--- src/rtl/dcnt_pkg.sv ---
package dcnt_pkg;

   typedef enum logic [2:0] {
      IDX_LOAD  = 3'd0,
      IDX_VALUE = 3'd1,
      IDX_CTRL  = 3'd2,
      IDX_CLR   = 3'd3,
      IDX_RAW   = 3'd4,
      IDX_MASK  = 3'd5,
      IDX_BG    = 3'd6
   } reg_idx_e;

   // bit 7 down to bit 0
   typedef struct packed {
      logic       run;
      logic       periodic;
      logic       irq_en;
      logic       rsvd;
      logic [1:0] div;
      logic       wide;
      logic       oneshot;
   } tmr_ctrl_t;

   localparam logic [1:0] DIV_ONE  = 2'b00;
   localparam logic [1:0] DIV_MID  = 2'b01;
   localparam logic [1:0] DIV_HIGH = 2'b10;

   localparam logic [7:0] CTRL_WRITE_MASK = 8'hEF;

endpackage

--- src/rtl/dcnt_prescale.sv ---
module dcnt_prescale #(
   parameter int unsigned DIV_A_LOG2 = 4,
   parameter int unsigned DIV_B_LOG2 = 8
) (
   input  logic       clk,
   input  logic       rst_n,
   input  logic       run,
   input  logic       restart,
   input  logic [1:0] div_sel,
   output logic       tick
);
   import dcnt_pkg::*;

   localparam int unsigned PRE_W = DIV_B_LOG2;

   initial begin
      assert (DIV_A_LOG2 >= 1 && DIV_A_LOG2 < DIV_B_LOG2)
         else $fatal(1, "dcnt_prescale: divider exponents out of order");
   end

   logic [PRE_W-1:0] pre_q;

   always_ff @(posedge clk or negedge rst_n) begin
      if (!rst_n)              pre_q <= '0;
      else if (!run || restart) pre_q <= '0;
      else                     pre_q <= pre_q + 1'b1;
   end

   always_comb begin
      case (div_sel)
         DIV_MID:  tick = run & (&pre_q[DIV_A_LOG2-1:0]);
         DIV_HIGH: tick = run & (&pre_q);
         default:  tick = run;
      endcase
   end

   AST_MID_GAP: assert property (@(posedge clk) disable iff (!rst_n)
      ($past(tick) && $past(div_sel) == DIV_MID && div_sel == DIV_MID) |-> !tick);

endmodule

--- src/rtl/dcnt_core.sv ---
module dcnt_core #(
   parameter int unsigned CNT_W  = 32,
   parameter int unsigned HALF_W = 16
) (
   input  logic             clk,
   input  logic             rst_n,
   input  logic             tick,
   input  logic             run,
   input  logic             periodic,
   input  logic             oneshot,
   input  logic             wide,
   input  logic             load_wr,
   input  logic [CNT_W-1:0] load_val,
   input  logic [CNT_W-1:0] reload_val,
   output logic [CNT_W-1:0] count_o,
   output logic             zero_evt
);

   localparam logic [CNT_W-1:0] ONE = {{(CNT_W-1){1'b0}}, 1'b1};

   initial begin
      assert (HALF_W >= 1 && HALF_W < CNT_W)
         else $fatal(1, "dcnt_core: narrow width must be below full width");
   end

   logic [CNT_W-1:0] mask;
   logic [CNT_W-1:0] cnt_q;
   logic [CNT_W-1:0] cur;
   logic             halted_q;
   logic             step;

   for (genvar i = 0; i < CNT_W; i++) begin : g_mask
      if (i < HALF_W) begin : g_lo
         assign mask[i] = 1'b1;
      end else begin : g_hi
         assign mask[i] = wide;
      end
   end

   assign cur      = cnt_q & mask;
   assign step     = tick & run & ~halted_q & ~load_wr;
   assign zero_evt = step && (cur == ONE);
   assign count_o  = cur;

   always_ff @(posedge clk or negedge rst_n) begin
      if (!rst_n) begin
         cnt_q    <= '1;
         halted_q <= 1'b0;
      end else if (load_wr) begin
         cnt_q    <= load_val;
         halted_q <= 1'b0;
      end else if (step) begin
         if (cur == '0) begin
            cnt_q <= (periodic || oneshot) ? reload_val : mask;
         end else begin
            cnt_q <= (cur - 1'b1) & mask;
            if (oneshot && cur == ONE) halted_q <= 1'b1;
         end
      end
   end

   AST_LOAD_TAKES: assert property (@(posedge clk) disable iff (!rst_n)
      load_wr |=> (cnt_q == $past(load_val)));
   AST_IDLE_FROZEN: assert property (@(posedge clk) disable iff (!rst_n)
      (!run && !load_wr) |=> $stable(cnt_q));
   AST_FREE_WRAP: assert property (@(posedge clk) disable iff (!rst_n)
      (step && !periodic && !oneshot && cur == '0) |=> (cnt_q == $past(mask)));
   AST_HALT_HOLD: assert property (@(posedge clk) disable iff (!rst_n)
      (halted_q && !load_wr) |=> $stable(cnt_q));

endmodule

--- src/rtl/dcnt_timer.sv ---
module dcnt_timer #(
   parameter int unsigned DATA_W     = 32,
   parameter int unsigned HALF_W     = 16,
   parameter int unsigned DIV_A_LOG2 = 4,
   parameter int unsigned DIV_B_LOG2 = 8
) (
   input  logic              clk,
   input  logic              rst_n,
   input  logic [2:0]        bus_addr,
   input  logic              bus_we,
   input  logic [DATA_W-1:0] bus_wdata,
   output logic [DATA_W-1:0] bus_rdata,
   output logic              irq
);
   import dcnt_pkg::*;

   localparam int unsigned CTRL_W = $bits(tmr_ctrl_t);

   initial begin
      assert (DATA_W > CTRL_W && DATA_W > HALF_W)
         else $fatal(1, "dcnt_timer: data width too small");
   end

   reg_idx_e          idx;
   tmr_ctrl_t         ctrl_q;
   logic [DATA_W-1:0] reload_q;
   logic              raw_q;
   logic              load_wr, bg_wr, ctrl_wr, clr_wr;
   logic              tick, zero_evt;
   logic [DATA_W-1:0] count;

   assign idx     = reg_idx_e'(bus_addr);
   assign load_wr = bus_we && idx == IDX_LOAD;
   assign bg_wr   = bus_we && idx == IDX_BG;
   assign ctrl_wr = bus_we && idx == IDX_CTRL;
   assign clr_wr  = bus_we && idx == IDX_CLR;

   always_ff @(posedge clk or negedge rst_n) begin
      if (!rst_n) begin
         ctrl_q   <= '0;
         reload_q <= '0;
         raw_q    <= 1'b0;
      end else begin
         if (ctrl_wr)          ctrl_q   <= tmr_ctrl_t'(bus_wdata[CTRL_W-1:0] & CTRL_WRITE_MASK);
         if (load_wr || bg_wr) reload_q <= bus_wdata;
         if (zero_evt)         raw_q    <= 1'b1;
         else if (clr_wr)      raw_q    <= 1'b0;
      end
   end

   dcnt_prescale #(
      .DIV_A_LOG2 (DIV_A_LOG2),
      .DIV_B_LOG2 (DIV_B_LOG2)
   ) u_pre (
      .clk     (clk),
      .rst_n   (rst_n),
      .run     (ctrl_q.run),
      .restart (load_wr),
      .div_sel (ctrl_q.div),
      .tick    (tick)
   );

   dcnt_core #(
      .CNT_W  (DATA_W),
      .HALF_W (HALF_W)
   ) u_core (
      .clk        (clk),
      .rst_n      (rst_n),
      .tick       (tick),
      .run        (ctrl_q.run),
      .periodic   (ctrl_q.periodic),
      .oneshot    (ctrl_q.oneshot),
      .wide       (ctrl_q.wide),
      .load_wr    (load_wr),
      .load_val   (bus_wdata),
      .reload_val (reload_q),
      .count_o    (count),
      .zero_evt   (zero_evt)
   );

   assign irq = raw_q & ctrl_q.irq_en;

   always_comb begin
      bus_rdata = '0;
      case (idx)
         IDX_LOAD, IDX_BG: bus_rdata = reload_q;
         IDX_VALUE:        bus_rdata = count;
         IDX_CTRL:         bus_rdata = {{(DATA_W-CTRL_W){1'b0}}, ctrl_q};
         IDX_RAW:          bus_rdata = {{(DATA_W-1){1'b0}}, raw_q};
         IDX_MASK:         bus_rdata = {{(DATA_W-1){1'b0}}, irq};
         default:          bus_rdata = '0;
      endcase
   end

   AST_RAW_SETS: assert property (@(posedge clk) disable iff (!rst_n)
      zero_evt |=> raw_q);
   AST_RAW_CAUSE: assert property (@(posedge clk) disable iff (!rst_n)
      $rose(raw_q) |-> $past(zero_evt));
   AST_CLR_WORKS: assert property (@(posedge clk) disable iff (!rst_n)
      (clr_wr && !zero_evt) |=> !raw_q);
   AST_IRQ_GATED: assert property (@(posedge clk) disable iff (!rst_n)
      !ctrl_q.irq_en |-> !irq);

endmodule

--- config.mk ---
export PLATFORM = sky130hd
export DESIGN_NAME = dcnt_timer
export DESIGN_NICKNAME = d
export VERILOG_FILES = /design/src/rtl/dcnt_pkg.sv /design/src/rtl/dcnt_prescale.sv /design/src/rtl/dcnt_core.sv /design/src/rtl/dcnt_timer.sv
export SDC_FILE = /design/constraint.sdc
export NUM_CORES = 1
export LEC_CHECK = 0
export CAP_MARGIN = 20
export CORE_AREA = 2 2 117 119
export CTS_CLUSTER_DIAMETER = 120
export DETAILED_ROUTE_END_ITERATION = 12
export DIE_AREA = 0 0 119 121
export PLACE_DENSITY_LB_ADDON = 0.08
export SLEW_MARGIN = 20
export SYNTH_ARGS = -nofsm -noshare
export SYNTH_HDL_FRONTEND = slang
export SYNTH_SLANG_ARGS = --single-unit
--- constraint.sdc ---
create_clock -name clk -period 3.1 [get_ports clk]
set_input_delay 0.62 -clock clk [delete_from_list [all_inputs] [get_ports clk]]
set_output_delay 0.62 -clock clk [all_outputs]
set_load 0.05 [all_outputs]
==> impl_results.md, run 1 <==
* Crit path kind: in -> out
* Avg Cell Area, Syn at 9.24 sq um
* I/O Pins at 71
* Slew Viols, Final at 0
* Synth top area share at 23.8%
* Die Span X at 119 um
* Largest net degree at the start of global routing at 50
* Final setup fails at 0
* Remaining Overflow, GRT at 0
* Synth area leader: dfrtp_1
* Sequential share of power at 40.1%
* Skew final at 0.00773 ns
* Skew-Pair Late Insertion Delay at 0.36 ns
* Filler instances at 1203
* Core box area at 13100 sq um
* Pwr/cell area at 720 nW/um^2
* CTS Sinks at 81
* Final #Nets at 665
* Seq/Total Area, Yosys at 40.1%
* EDFF count, synth at 0
* Area of the multi-input gates at 2880 sq um
* Number of routed nets with antenna violations at 0
* Register Area at 2070 sq um
* Max Buffers Root-to-Sink at 2
* Initial core utilization at 39.4%
* #FFs+latches synth at 81
* Post-detail-place hpwl at 11000 um
* GRT Total Usage at 22.4%
* RSZ-0062 raised after global routing: false
* Worst hold path class: in -> async
* CP startpoint kind: primary input
* Setup TNS at 0 ns
* Final hold violations at 0
* Period utilization at 92.9%
* CTS H-tree lvls at 3
* DIE HEIGHT at 121 um
* Vias/cell at 5.87
* Post-CTS Hold Buffers at 0
* Drt pass-1 iters at 7
* Peak supply drop at 0.356 mV
* Routed wire length at 15600 um
* Vias in the first global route at 4593
* Status: finished clean
* Syn Nets at 600
* Synth Instances at 558
* Tightest Pin Transition at 0.753 ns
* First-pass GRT wire length at 25300 um
* CP required at 2.48 ns
* Internal power at 0.00292 W
* Number of antenna violations at the first check in global routing at 0
* Post-synth top flop: dfrtp_1
* DR iter-0 viols at 300
* Cts repair resizes at 0
* Wirelength per Cell at 19.4 um
* Cell variety after synth at 62
* Comb pwr share at 38.8%
* Area Growth Syn to Fin at 31.3%
* Postcts setup bufs at 0
* Die footprint at 14400 sq um
* Vias at 4717
* Tmin final at 2.88 ns
* Placer Congestion at 0.894
* Final Cell Area at 6770 sq um
* Clock slew at reported path FFs at 0.06 ns
* LEAKAGE at 2.66 nW
* Layout cells sized above 1 at 25.3%
* Ys Warns at 0
* Switching Power at 0.00196 W
* Switching share of power at 40.1%
* Synthesized area at 5160 sq um
* # DRC at 0
* Critical Path End Type: output pin
* ANT cells at 0
* Relative slew margins at 49.6%
* Data arrival, critical path at 2.26 ns
* CTS tree: built
* Buffers on Ports at 70
* Crit-path max FO at 17
* Maxcap violations at 0
* Top post-synthesis cells by area: dfrtp_1 (24%), dfstp_2 (16%), mux2_2 (8.1%)
* Max Freq at 0.347 GHz
* Async set-reset flop share out of synthesis at 100%
* Clk root buf: clkbuf_16
* TritonCTS Buffers at 9
* DP Area at 6490 sq um
* Number of cell rows at 42
* Clock share of power at 21.1%
-- worst max-delay path: stages --
cell and delay [ns]:
clkdlybuf4s50_1 0.47, buf_4 0.22, nor4b_2 0.27, buf_4 0.28, a22o_1 0.23, buf_12 0.15
-- cells in the mapped netlist, types with 9 or more instances --
cell and n:
dfrtp_1 49, a21oi_1 38, a22o_1 23, nand2_1 43
nand3_1 20, o21ai_0 48, dfstp_2 32, mux2_2 37
mux2i_1 14, o211ai_1 9, xor2_1 16, clkbuf_1 35
nor2_1 32, nor3_1 20
-- worst paths after layout --
| kind | end | cells after the start | slack (ns) | startpoint |
|---|---|---|---|---|
| setup reg to reg | u_core.cnt_q[7]$_DFFE_PN1P_ | 8 | 0.36 | u_core.cnt_q[1]$_DFFE_PN1P_ |
| hold reg to reg | u_core.halted_q$_DFFE_PN0P_ | 1 | 0.52 | u_core.halted_q$_DFFE_PN0P_ |
| max in group asynchronous | u_core.cnt_q[7]$_DFFE_PN1P_ | 2 | 2.21 | rst_n |
| setup / recovery | bus_rdata[23] | 6 | 0.22 | bus_addr[2] |
| min in group clk | u_core.halted_q$_DFFE_PN0P_ | 1 | 0.52 | u_core.halted_q$_DFFE_PN0P_ |
| hold / removal | reload_q[20]$_DFFE_PN0P_ | 1 | 0.21 | rst_n |
-- logic make-up after synthesis --
| logic type | share of synthesized area, % |
|---|---|
| DFF | 40.1 |
| adders and majority gates | 0.970 |
| muxes | 10.8 |
| xor gates and xnor gates | 3.57 |
| and+or+nand+nor | 17.8 |
| AOI/OAI and AO/OA | 22.4 |
| buffers and inverters | 4.34 |
-- registers in the layout (all words and copies together), names as in the netlist --
signal	count
ctrl_q	7
raw_q	1
reload_q	32
u_core.cnt_q	32
u_core.halted_q	1
u_pre.pre_q	8
-- power by group through the flow --
stage          Combinational, W  Clock, W  Sequential [W]
4_1_cts                 0.00189   0.00105         0.00195
6_report                0.00189   0.00103         0.00196
3_5_place_dp            0.00188         0         0.00196
2_1_floorplan           0.00136         0         0.00172
3_3_place_gp            0.00186         0         0.00196
5_1_grt                 0.00205   0.00109         0.00202
-- area by class of cell --
class	instances	share of cell area [%]
Clock buffer	9	3.33
Clock inverter	7	0.831
Inverter	7	0.388
Multi-Input combinational cell	425	42.5
Sequential cell	81	30.5
Tap cell	176	3.25
Timing Repair Buffer	99	19.2
-- cell usage in the layout, fill, tap and decap left out, types with 7 or more instances in the layout --
master / netlist / routed
nand3_1: 20 / 20
dfstp_2: 32 / 32
nor4_1: 7 / 7
nand2_1: 43 / 43
dfrtp_1: 49 / 49
a211oi_1: 7 / 7
clkbuf_16: 0 / 9
buf_4: 0 / 25
inv_1: 7 / 7
xor2_1: 16 / 16
buf_12: 0 / 37
mux2_2: 37 / 37
a21oi_1: 38 / 38
clkdlybuf4s50_1: 0 / 37
nor2_1: 32 / 32
o211ai_1: 9 / 9
o21ai_0: 48 / 48
a22o_1: 23 / 23
mux2i_1: 14 / 14
nor3_1: 20 / 20
-- through the flow --
stage               setup WS [ns]  instances  hold slack, ns  utilization [%]  power [W]
detailed placement          0.226        788           0.502             49.6    0.00385
CTS                         0.225        804           0.227             51.7    0.00489
floorplan                  0.0703        558           0.324                -    0.00308
finish                      0.221        804           0.212             51.7    0.00488
global placement            0.252        788           0.488             49.6    0.00382
global route                0.125        804           0.250             51.7    0.00516
-- routing by layer --
layer / vias to the layer above / track usage [%] / wire length (um)
li1: 2227 / - / -
met1: 2349 / 30.8 / 7390
met2: 124 / 35.9 / 7260
met3: 17 / 3.24 / 699
met4: 0 / 8.63 / 254
met5: - / 0 / 0
Power figures use the tool's default switching activity.
==> run 2: changes to the inputs <==
- CORE_AREA: 2 2 117 119 -> 2 2 99 101
- DIE_AREA: 0 0 119 121 -> 0 0 101 103
- HOLD_SLACK_MARGIN: not set -> 0.03
==> impl_results.md, run 2 (same netlist as run 1, synthesis figures left out) <==
* Placer Congestion at 0.938 (was 0.894)
* Biggest regs: reload_q (32), u_core.cnt_q (32), u_pre.pre_q (8) (unchanged)
* Top sig layer: met4 (unchanged)
* Initial core utilization at 54.5% (was 39.4%)
* # DRC at 0 (unchanged)
* Remaining Overflow, GRT at 0 (unchanged)
* Pwr/cell area at 700 nW/um^2 (was 720 nW/um^2)
* Worst hold path class: in -> async (unchanged)
* Vias in the first global route at 4688 (was 4593)
* Die footprint at 10400 sq um (was 14400 sq um)
* Post-Route M1 WL at 6550 um (was 7390 um)
* Clk root buf: clkbuf_8 (was clkbuf_16)
* First-pass GRT wire length at 24300 um (was 25300 um)
* Number of routed nets with antenna violations at 0 (unchanged)
* Clock slew at reported path FFs at 0.09 ns (was 0.06 ns)
* Data arrival, critical path at 2.26 ns (about the same)
* Critical Path End Type: output pin (unchanged)
* Maxcap violations at 0 (unchanged)
* LEAKAGE at 2.60 nW (was 2.66 nW)
* Met2 Wirelength at 7150 um (was 7260 um)
* ANT cells at 0 (unchanged)
* DIE HEIGHT at 103 um (was 121 um)
* Max Freq at 0.347 GHz (about the same)
* Number of cell rows at 36 (was 42)
* Period utilization at 92.9% (about the same)
* CTS Sinks at 81 (unchanged)
* Register Area at 2070 sq um (unchanged)
* CP startpoint kind: primary input (unchanged)
* Worst Reg2Reg Path Length in Cells at 8 (unchanged)
* Final Power at 0.00459 W (was 0.00488 W)
* Buffers on Ports at 70 (unchanged)
* Drt pass-1 iters at 5 (was 7)
* Postcts setup bufs at 0 (unchanged)
* Setup TNS at 0 ns (unchanged)
* Filler instances at 748 (was 1203)
* Layout cells sized above 1 at 25.1% (was 25.3%)
* TritonCTS Buffers at 9 (unchanged)
* Area Growth Syn to Fin at 27.1% (was 31.3%)
* Skew-Pair Late Insertion Delay at 0.37 ns (was 0.36 ns)
* Vias/cell at 6.44 (was 5.87)
* Post-CTS Hold Buffers at 0 (unchanged)
* Die Span X at 101 um (was 119 um)
* Core box area at 9460 sq um (was 13100 sq um)
* Met3 wire len at 791 um (was 699 um)
* Core Util, Final at 69.3% (was 51.7%)
* CTS H-tree lvls at 3 (unchanged)
* Tightest Pin Transition at 0.776 ns (was 0.753 ns)
* I/O Pins at 71 (unchanged)
* Final #Nets at 663 (was 665)
* Most common cell after layout, fill and taps aside: dfrtp_1 (unchanged)
* Skew final at 0.0154 ns (was 0.00773 ns)
* Fin cells at 740 (was 804)
* Final setup fails at 0 (unchanged)
* Crit-path max FO at 17 (unchanged)
* CP required at 2.48 ns (about the same)
* Status: finished clean (unchanged)
* Cts repair resizes at 0 (unchanged)
* DP Area at 6370 sq um (was 6490 sq um)
* Max Buffers Root-to-Sink at 2 (unchanged)
* Largest net degree at the start of global routing at 82 (was 50)
* Final hold violations at 0 (unchanged)
* Wirelength per Cell at 19.8 um (was 19.4 um)
* Final Cell Area at 6550 sq um (was 6770 sq um)
* Slew Viols, Final at 0 (unchanged)
* RSZ-0062 raised after global routing: false (unchanged)
* Crit path kind: in -> out (unchanged)
* Area of the multi-input gates at 2880 sq um (unchanged)
* Vias at 4768 (was 4717)
* Routed wire length at 14700 um (was 15600 um)
* Peak supply drop at 0.358 mV (was 0.356 mV)
* Tmin final at 2.88 ns (about the same)
* DR iter-0 viols at 394 (was 300)
* Post-detail-place hpwl at 10100 um (was 11000 um)
* Relative slew margins at 48.2% (was 49.6%)
* CTS tree: built (unchanged)
* Most frequent cells in the layout: dfrtp_1 (49), o21ai_0 (48), nand2_1 (43), a21oi_1 (38) (unchanged)
* GRT Total Usage at 29.4% (was 22.4%)
* Placed cells at 724 (was 788)
* Number of antenna violations at the first check in global routing at 0 (unchanged)
run 2: cell count changes in the layout (fill, tap and decap cells not counted):
| cell | before | now |
|---|---|---|
| clkinv_4 | 2 | 0 |
| inv_6 | 1 | 3 |
| clkinv_2 | 0 | 1 |
| buf_12 | 37 | 35 |
| buf_4 | 25 | 24 |
| clkbuf_16 | 9 | 0 |
| clkinvlp_4 | 4 | 3 |
| clkbuf_8 | 0 | 9 |
| buf_6 | 0 | 1 |
run 2: report_power, final:
part           total (W)  switching, W  leakage (nW)  internal (W)
clock           0.000742      0.000444        0.0827      0.000298
sequential       0.00195      0.000458         0.936       0.00149
combinational    0.00190       0.00102          1.59      0.000879
total            0.00459       0.00192          2.60       0.00267
run 2: cell type report:
class | count | area share (%)
flip-flops and latches | 81 | 31.5
clock buffers | 9 | 1.89
inverters | 7 | 0.401
multi-input cells | 425 | 43.9
well taps | 114 | 2.18
repair buffers | 97 | 19.3
clock inverters | 7 | 0.821
run 2: stage by stage:
step	hold WS [ns]	worst slack, ns
after floorplan	0.324	0.0703
after global placement	0.493	0.293
after detailed placement	0.507	0.242
after CTS	0.467	0.242
after global routing	0.356	0.141
final	0.271	0.221
run 2: path summary, 6_finish.rpt:
kind / to / start / slack, ns
hold reg to reg: u_pre.pre_q[0]$_DFF_PN0_ / u_pre.pre_q[0]$_DFF_PN0_ / 0.52
max in group asynchronous: reload_q[11]$_DFFE_PN0P_ / rst_n / 2.26
setup reg to reg: u_core.cnt_q[18]$_DFFE_PN1P_ / u_core.cnt_q[1]$_DFFE_PN1P_ / 0.44
hold / removal: reload_q[20]$_DFFE_PN0P_ / rst_n / 0.27
setup / recovery: bus_rdata[24] / bus_addr[1] / 0.22
min in group clk: u_pre.pre_q[0]$_DFF_PN0_ / u_pre.pre_q[0]$_DFF_PN0_ / 0.52
run 2: critical path, stage by stage:
cell             delay [ns]
clkdlybuf4s50_1        0.52
buf_12                 0.21
nor4b_2                0.25
buf_4                  0.27
a22o_1                 0.23
buf_12                 0.15
run 2: metal layers:
| metal | global-route usage (%) | vias up |
|---|---|---|
| li1 | - | 2221 |
| met3 | 3.59 | 15 |
| met5 | 0 | - |
| met4 | 11.0 | 0 |
| met2 | 47.5 | 162 |
| met1 | 40.8 | 2370 |
